<file path="config.mk">
export PLATFORM = sky130hd
export DESIGN_NAME = vfd_half_duty_mux
export DESIGN_NICKNAME = d
export VERILOG_FILES = /design/src/rtl/vfd_half_duty_mux.sv
export SDC_FILE = /design/constraint.sdc
export NUM_CORES = 1
export LEC_CHECK = 0
export BUFFER_PORTS_ARGS = -buffer_cell sky130_fd_sc_hd__buf_4
export CORE_MARGIN = 2
export CORE_UTILIZATION = 35
export DETAILED_ROUTE_END_ITERATION = 8
export SLEW_MARGIN = 20
export SYNTH_ARGS = -nofsm -noshare
export SYNTH_HDL_FRONTEND = slang
export SYNTH_SLANG_ARGS = --single-unit
</file>
<file path="constraint.sdc">
create_clock -name clk -period 5.4 [get_ports clk]
set_input_delay 1.08 -clock clk [delete_from_list [all_inputs] [get_ports clk]]
set_output_delay 1.08 -clock clk [all_outputs]
set_load 0.005 [all_outputs]
</file>
<file path="src/rtl/vfd_half_duty_mux.sv">
module vfd_half_duty_mux #(
  parameter int SEG_W      = 41,
  parameter int PHASE_CLKS = 2048,
  parameter int GUARD      = 4,
  localparam int PW    = $clog2(PHASE_CLKS),
  localparam int CW    = PW + 1,
  localparam int DIM_W = PW + 1
) (
  input  logic             clk,
  input  logic             rst_n,
  input  logic             blank,
  input  logic             wr_en,
  input  logic             wr_bank,
  input  logic [SEG_W-1:0] wr_data,
  input  logic             ctl_wr,
  input  logic             ctl_sleep,
  input  logic [DIM_W-1:0] ctl_dim,
  output logic [1:0]       grid,
  output logic [SEG_W-1:0] seg
);
  localparam logic [DIM_W-1:0] DIM_MAX = DIM_W'(PHASE_CLKS - GUARD);

  logic [CW-1:0]    cnt;
  logic             sleep_q;
  logic [DIM_W-1:0] dim_q;
  logic [SEG_W-1:0] shadow [2];
  logic [SEG_W-1:0] active [2];

  wire              ph       = cnt[CW-1];
  wire [DIM_W-1:0]  pos      = {1'b0, cnt[PW-1:0]};
  wire              in_guard = pos < DIM_W'(GUARD);
  wire [DIM_W-1:0]  rel      = pos - DIM_W'(GUARD);
  wire              lit      = !sleep_q && !in_guard && (rel < dim_q);
  wire              frame_end = &cnt;

  always_ff @(posedge clk) begin
    if (!rst_n) begin
      cnt     <= '0;
      sleep_q <= 1'b0;
      dim_q   <= DIM_MAX;
      for (int b = 0; b < 2; b++) begin
        shadow[b] <= '0;
        active[b] <= '0;
      end
    end else begin
      cnt <= sleep_q ? '0 : cnt + 1'b1;
      if (ctl_wr) begin
        sleep_q <= ctl_sleep;
        dim_q   <= ctl_dim;
      end
      if (wr_en) shadow[wr_bank] <= wr_data;
      if (sleep_q || frame_end)
        for (int b = 0; b < 2; b++) active[b] <= shadow[b];
    end
  end

  assign grid = lit ? (ph ? 2'b10 : 2'b01) : 2'b00;
  assign seg  = (lit && !blank) ? active[ph] : '0;
endmodule


</file>
* Yosys cells after proc, flatten, opt, wreduce, memory -nomap -nowiden
Memory sizes are Yosys's and may differ from the RTL's. A register that Yosys moved wholly into a read port is not among the register bits.
Index checks and enable logic that the tools add are counted.
** Word-level totals
- Flip-flop bits (word level) :: 25
- Bits in writable memories :: 164
- Input port bits :: 60
- Memories kept :: 2
** Cells by class
- Add/subtract/negate cells :: 2
- Magnitude comparators :: 2
- Multiplexer cells :: 16
- Bitwise operators :: 3
- Reduce and logical (&&, ||, !) cells :: 10
** Memory list
- active :: words 2, width 41, rd ports 1, clocked after Yosys merged registers in 1, write ports 2, RTL line 27 : logic [SEG_W-1:0] active [2];
- shadow :: words 2, width 41, rd ports 2, clocked after Yosys merged registers in 0, write ports 2, RTL line 26 : logic [SEG_W-1:0] shadow [2];
** Operators with widths (count)
- 41-bit 2-to-1 mux :: 4
- 41-bit OR reduction :: 1
- 12-bit by 1-bit adder with 12-bit output (second input constant) :: 1
- 12-bit < comparator :: 1
- 12-bit AND reduction :: 1
- 11-bit by 3-bit subtractor with 12-bit output (second input constant) :: 1
- 11-bit by 3-bit < comparator with 1-bit output (second input constant) :: 1
- 1-bit 2-to-1 mux :: 10
- 2-bit 2-to-1 mux :: 2
- 1-bit logical AND :: 3
- 1-bit logical NOT :: 3
- 1-bit bitwise OR :: 2
- 2-bit OR reduction :: 1
- 1-bit logical OR :: 1
- 1-bit inverter :: 1

* Depth between registers and ports, before layout
- Depth in word-level cells :: 6
- Gate-level depth with buffers :: 13
- Depth with buffers taken out :: 11

* Worst setup path before layout
Ideal clock, no wire load.
- Path type :: input-to-reg
- Start :: input port rst_n
- End :: memory shadow[0][0], enable pin
- Setup time :: 0.496 ns
- Arrival :: 4.301 ns
- Slack :: 0.603 ns
- Cell stages on the path :: 3
- Path buffers :: 1
- Cell sequence :: clkbuf_1 nand2_1 o21ai_0
** RTL lines
- start: declaration :: RTL line 10 : input logic rst_n,
- end: declaration :: RTL line 26

* Worst setup path after layout
- Start :: register cnt[4]
- End :: output port seg[10]
** Between the ends
- Word-level cells in the longest chain between the ends :: 6
- Elaborated cells on any way between the ends :: 8
** Ends and longest elaborated chain
- start: declaration :: RTL line 23 : logic [CW-1:0] cnt;
- start signal: assignment :: RTL line 46 : cnt <= sleep_q ? '0 : cnt + 1'b1;
- parallel branches: the longest is 3 deep, another holds 11-bit by 3-bit subtractor with 12-bit output
- 1-bit logical AND * :: RTL line 33 : wire lit = !sleep_q && !in_guard && (rel < dim_q);
- 1-bit logical AND * :: RTL line 58 : assign seg = (lit && !blank) ? active[ph] : '0;
- 41-bit 2-to-1 mux * :: RTL line 58
- end: declaration :: RTL line 19 : output logic [SEG_W-1:0] seg
Every way passes the cells marked *.

==> impl_summary.log <==
[metrics] number of antenna violations at the first check in global routing: 0
[metrics] category of the most critical setup path: register to output pin
[metrics] clock latency on the worst-skew pair: 420 ps
[metrics] TritonCTS Buffers: 17
[metrics] Worst-Margin Slew: 1010 ps
[metrics] slew margin rel.: 0.3270
[metrics] number of enable flip-flop cells after synthesis: 164
[metrics] effective utilization at floorplan: 0.3590
[metrics] Die Ht: 159.6 um
[metrics] top-level I/O count: 103
[metrics] post-route worst setup slack: 370.8 ps
[metrics] endpoint required time on the critical path: 4320 ps
[metrics] Crit Path Max Fanout: 37
[metrics] number of antenna-violating nets in the routed design: 0
[metrics] maximum VDD drop: 149.6 uV
[metrics] sum of negative setup slack: 0 ps
[metrics] outcome: completed
[metrics] Net Count, Synth: 697
[metrics] post-placement cell count: 1004
[metrics] total routed wirelength: 15720 um
[metrics] predominant post-synthesis flop cell: edfxtp_1
[metrics] Die X: 159.6 um
[metrics] first-pass GRT wire length: 25080 um
[metrics] post-layout minimum cycle time: 5029 ps
[metrics] total number of placement rows: 56
[metrics] synthesized cell area: 0.008477 sq mm
[metrics] max-slew violation count: 0
[metrics] number of DRC violations after detailed-routing iteration 0: 238
[metrics] arrival time at the worst endpoint: 3950 ps
[metrics] share of final-layout standard cells stronger than drive strength 1: 0.2664
[metrics] Tightest Hold Check Type: register to register
[metrics] placer's final routability congestion estimate: 0.7988
[metrics] final clock skew: 8.163 ps
[metrics] final hold slack: 493.8 ps
[metrics] Max-Cap Viols: 0
[metrics] HPWL after detailed placement: 10170 um
[metrics] Distinct cells, synth: 36
[metrics] Pwr per Cell Area: 305.3 mW/mm^2
[metrics] total chip power: 3.094 mW
[metrics] Vias: 4784
[metrics] start of the worst register-to-register path: cnt[11]$_SDFF_PP0_
[metrics] achievable clock frequency: 198.8 MHz
[metrics] setup violators final: 0
[metrics] count of placed standard cells in the final layout, fillers left out: 1037
[metrics] count of clock tree sinks: 189
[metrics] buffer depth of the longest clock path: 2
[metrics] clock transition at the registers of the reported paths: 70 ps
[metrics] portion of the clock cycle consumed by the worst path in the final layout: 0.9313
[metrics] IO buf count: 102
[metrics] worst slack, placed: 442.8 ps
[metrics] via count of the first global-routing pass: 4837
[metrics] GR Overflow Total: 0
[metrics] Crit. Startpoint: cnt[4]$_SDFF_PP0_
[metrics] Detailed Routing Iterations Pass 1: 4
[metrics] filler cell count: 2156
[metrics] Hold Startpoint: cnt[0]$_SDFF_PP0_
[metrics] sequential-to-total area share from yosys stat: 0.6400
[metrics] proportion of synthesized flip-flops having asynchronous set or reset: 0
[metrics] Worst setup EP type: output pin
[metrics] global-route usage over all layers: 0.1261
[metrics] Core ar.: 0.02361 sq mm
[metrics] number of standard cells after synthesis: 623
[metrics] routed len/inst: 15.16 um
[metrics] mean instance size in the synthesized netlist: 13.61 sq um
[metrics] largest net degree at the start of global routing: 83
[metrics] area enclosed by the die boundary: 0.02548 sq mm
[metrics] Residual DRC: 0
[metrics] Post-layout nets: 778
[metrics] layout-stage area growth over the synthesis result: 19.56%
[metrics] # hold bufs at CTS: 0
[metrics] leakage power: 3.698 nW
[metrics] startpoint types: register
[metrics] setup repair after global routing missed its margin: no
[metrics] number of synthesized register bits: 189
[metrics] number of hold violations in the final report: 0
[metrics] TritonCTS clock tree: done
[metrics] number of levels the H-tree was split into: 4
[metrics] root buf cell: clkbuf_16
[metrics] Yosys Warn Count: 0
[metrics] DR vias/cell: 4.613
## worst paths after layout
kind / to / slack [ps] / depth (start not counted)
setup / recovery: seg[10] / 370 / 11
hold / removal: cnt[0]$_SDFF_PP0_ / 490 / 1
setup reg to reg: active[0][20]$_SDFFCE_PN0P_ / 3050 / 1
hold reg to reg: cnt[0]$_SDFF_PP0_ / 490 / 1
## cell usage in the layout (no fill, tap or decap), types with 6 or more instances in the layout
master	count
clkbuf_16	17
xor2_1	6
dfxtp_1	24
and2_1	164
buf_4	108
ha_1	14
xnor2_1	8
edfxtp_1	164
o211ai_1	9
nand2_1	19
nor2_1	17
nor4_2	39
nor4_1	6
mux2i_1	45
inv_1	15
inv_6	6
## power by group
part / leakage, nW / internal, mW / total [mW] / switching (mW)
registers: 1.88 / 1.69 / 1.71 / 0.0224
logic: 1.54 / 0.0754 / 0.188 / 0.113
clock network: 0.280 / 0.616 / 1.19 / 0.577
total: 3.70 / 2.38 / 3.09 / 0.713
## final cells by class
cell class              count  area (sq um)  area share
flip-flops and latches    189          5429      0.5357
multi-input cells         371          2828      0.2790
repair buffers            110         850.8     0.08395
clock buffers              17         425.4     0.04198
well taps                 319         399.1     0.03938
clock inverters            15         143.9     0.01420
inverters                  15         56.30    0.005556
diodes                      1         2.502   0.0002469
## Yosys cell counts, types with 8 or more instances
master | count | area [sq um]
clkbuf_1 | 33 | 123.9
dfxtp_1 | 25 | 500.5
edfxtp_1 | 164 | 4925
nor4_2 | 38 | 475.5
inv_1 | 15 | 56.30
mux2i_1 | 45 | 450.4
xnor2_1 | 8 | 70.07
nand2_1 | 19 | 71.32
o211ai_1 | 9 | 67.56
and2_1 | 164 | 1026
ha_1 | 14 | 175.2
nor2_1 | 18 | 67.56
## critical path, cell delays in order (launching register included)
cell	delay (ps)
dfxtp_1	380
or4_1	580
or3_1	380
nor2_1	140
xor2_1	170
ha_1	260
nand4_1	140
nor3_1	80
or4_4	600
buf_12	240
nor4_2	370
buf_4	180
## through the flow
stage / utilization / area (sq um)
2_1_floorplan: - / 8477
3_3_place_gp: 0.4042 / 9544
3_5_place_dp: 0.4044 / 9549
4_1_cts: 0.4288 / 10120
5_1_grt: 0.4291 / 10130
6_report: 0.4292 / 10130
## cell families (layout without fill, tap and decap cells)
| kind of cell | count (synthesis) | in the layout | share of synthesized area |
|---|---|---|---|
| buf+inv | 63 | 157 | 0.03306 |
| compound gates | 23 | 23 | 0.01830 |
| xor+xnor | 14 | 14 | 0.01447 |
| mux | 45 | 45 | 0.05314 |
| flops | 189 | 189 | 0.6400 |
| fa+ha+maj | 14 | 14 | 0.02066 |
| other cells | 0 | 1 | 0 |
| simple gates | 275 | 275 | 0.2204 |
## routing by layer
layer | part of all wire | up-vias | wire, um | global-route usage
met3 | 0.048 | 12 | 753 | 0.03688
met1 | 0.43 | 2310 | 6755 | 0.1522
li1 | - | 2376 | - | -
met5 | 0 | - | 0 | 0
met2 | 0.51 | 86 | 8048 | 0.2190
met4 | 0.010 | 0 | 161 | 0.03595
## state kept, by name, summed over array words and instances (netlist names)
| signal | count |
|---|---|
| sleep_q | 1 |
| dim_q | 12 |
| shadow | 82 |
| active | 82 |
| cnt | 12 |
## repair_timing
item | CTS | global route
resized for setup | 1 | 2
endpoints found under the setup margin | 1 | 36
buffers inserted | 0 | 0
No activity file was read; power rests on OpenSTA's default activity.
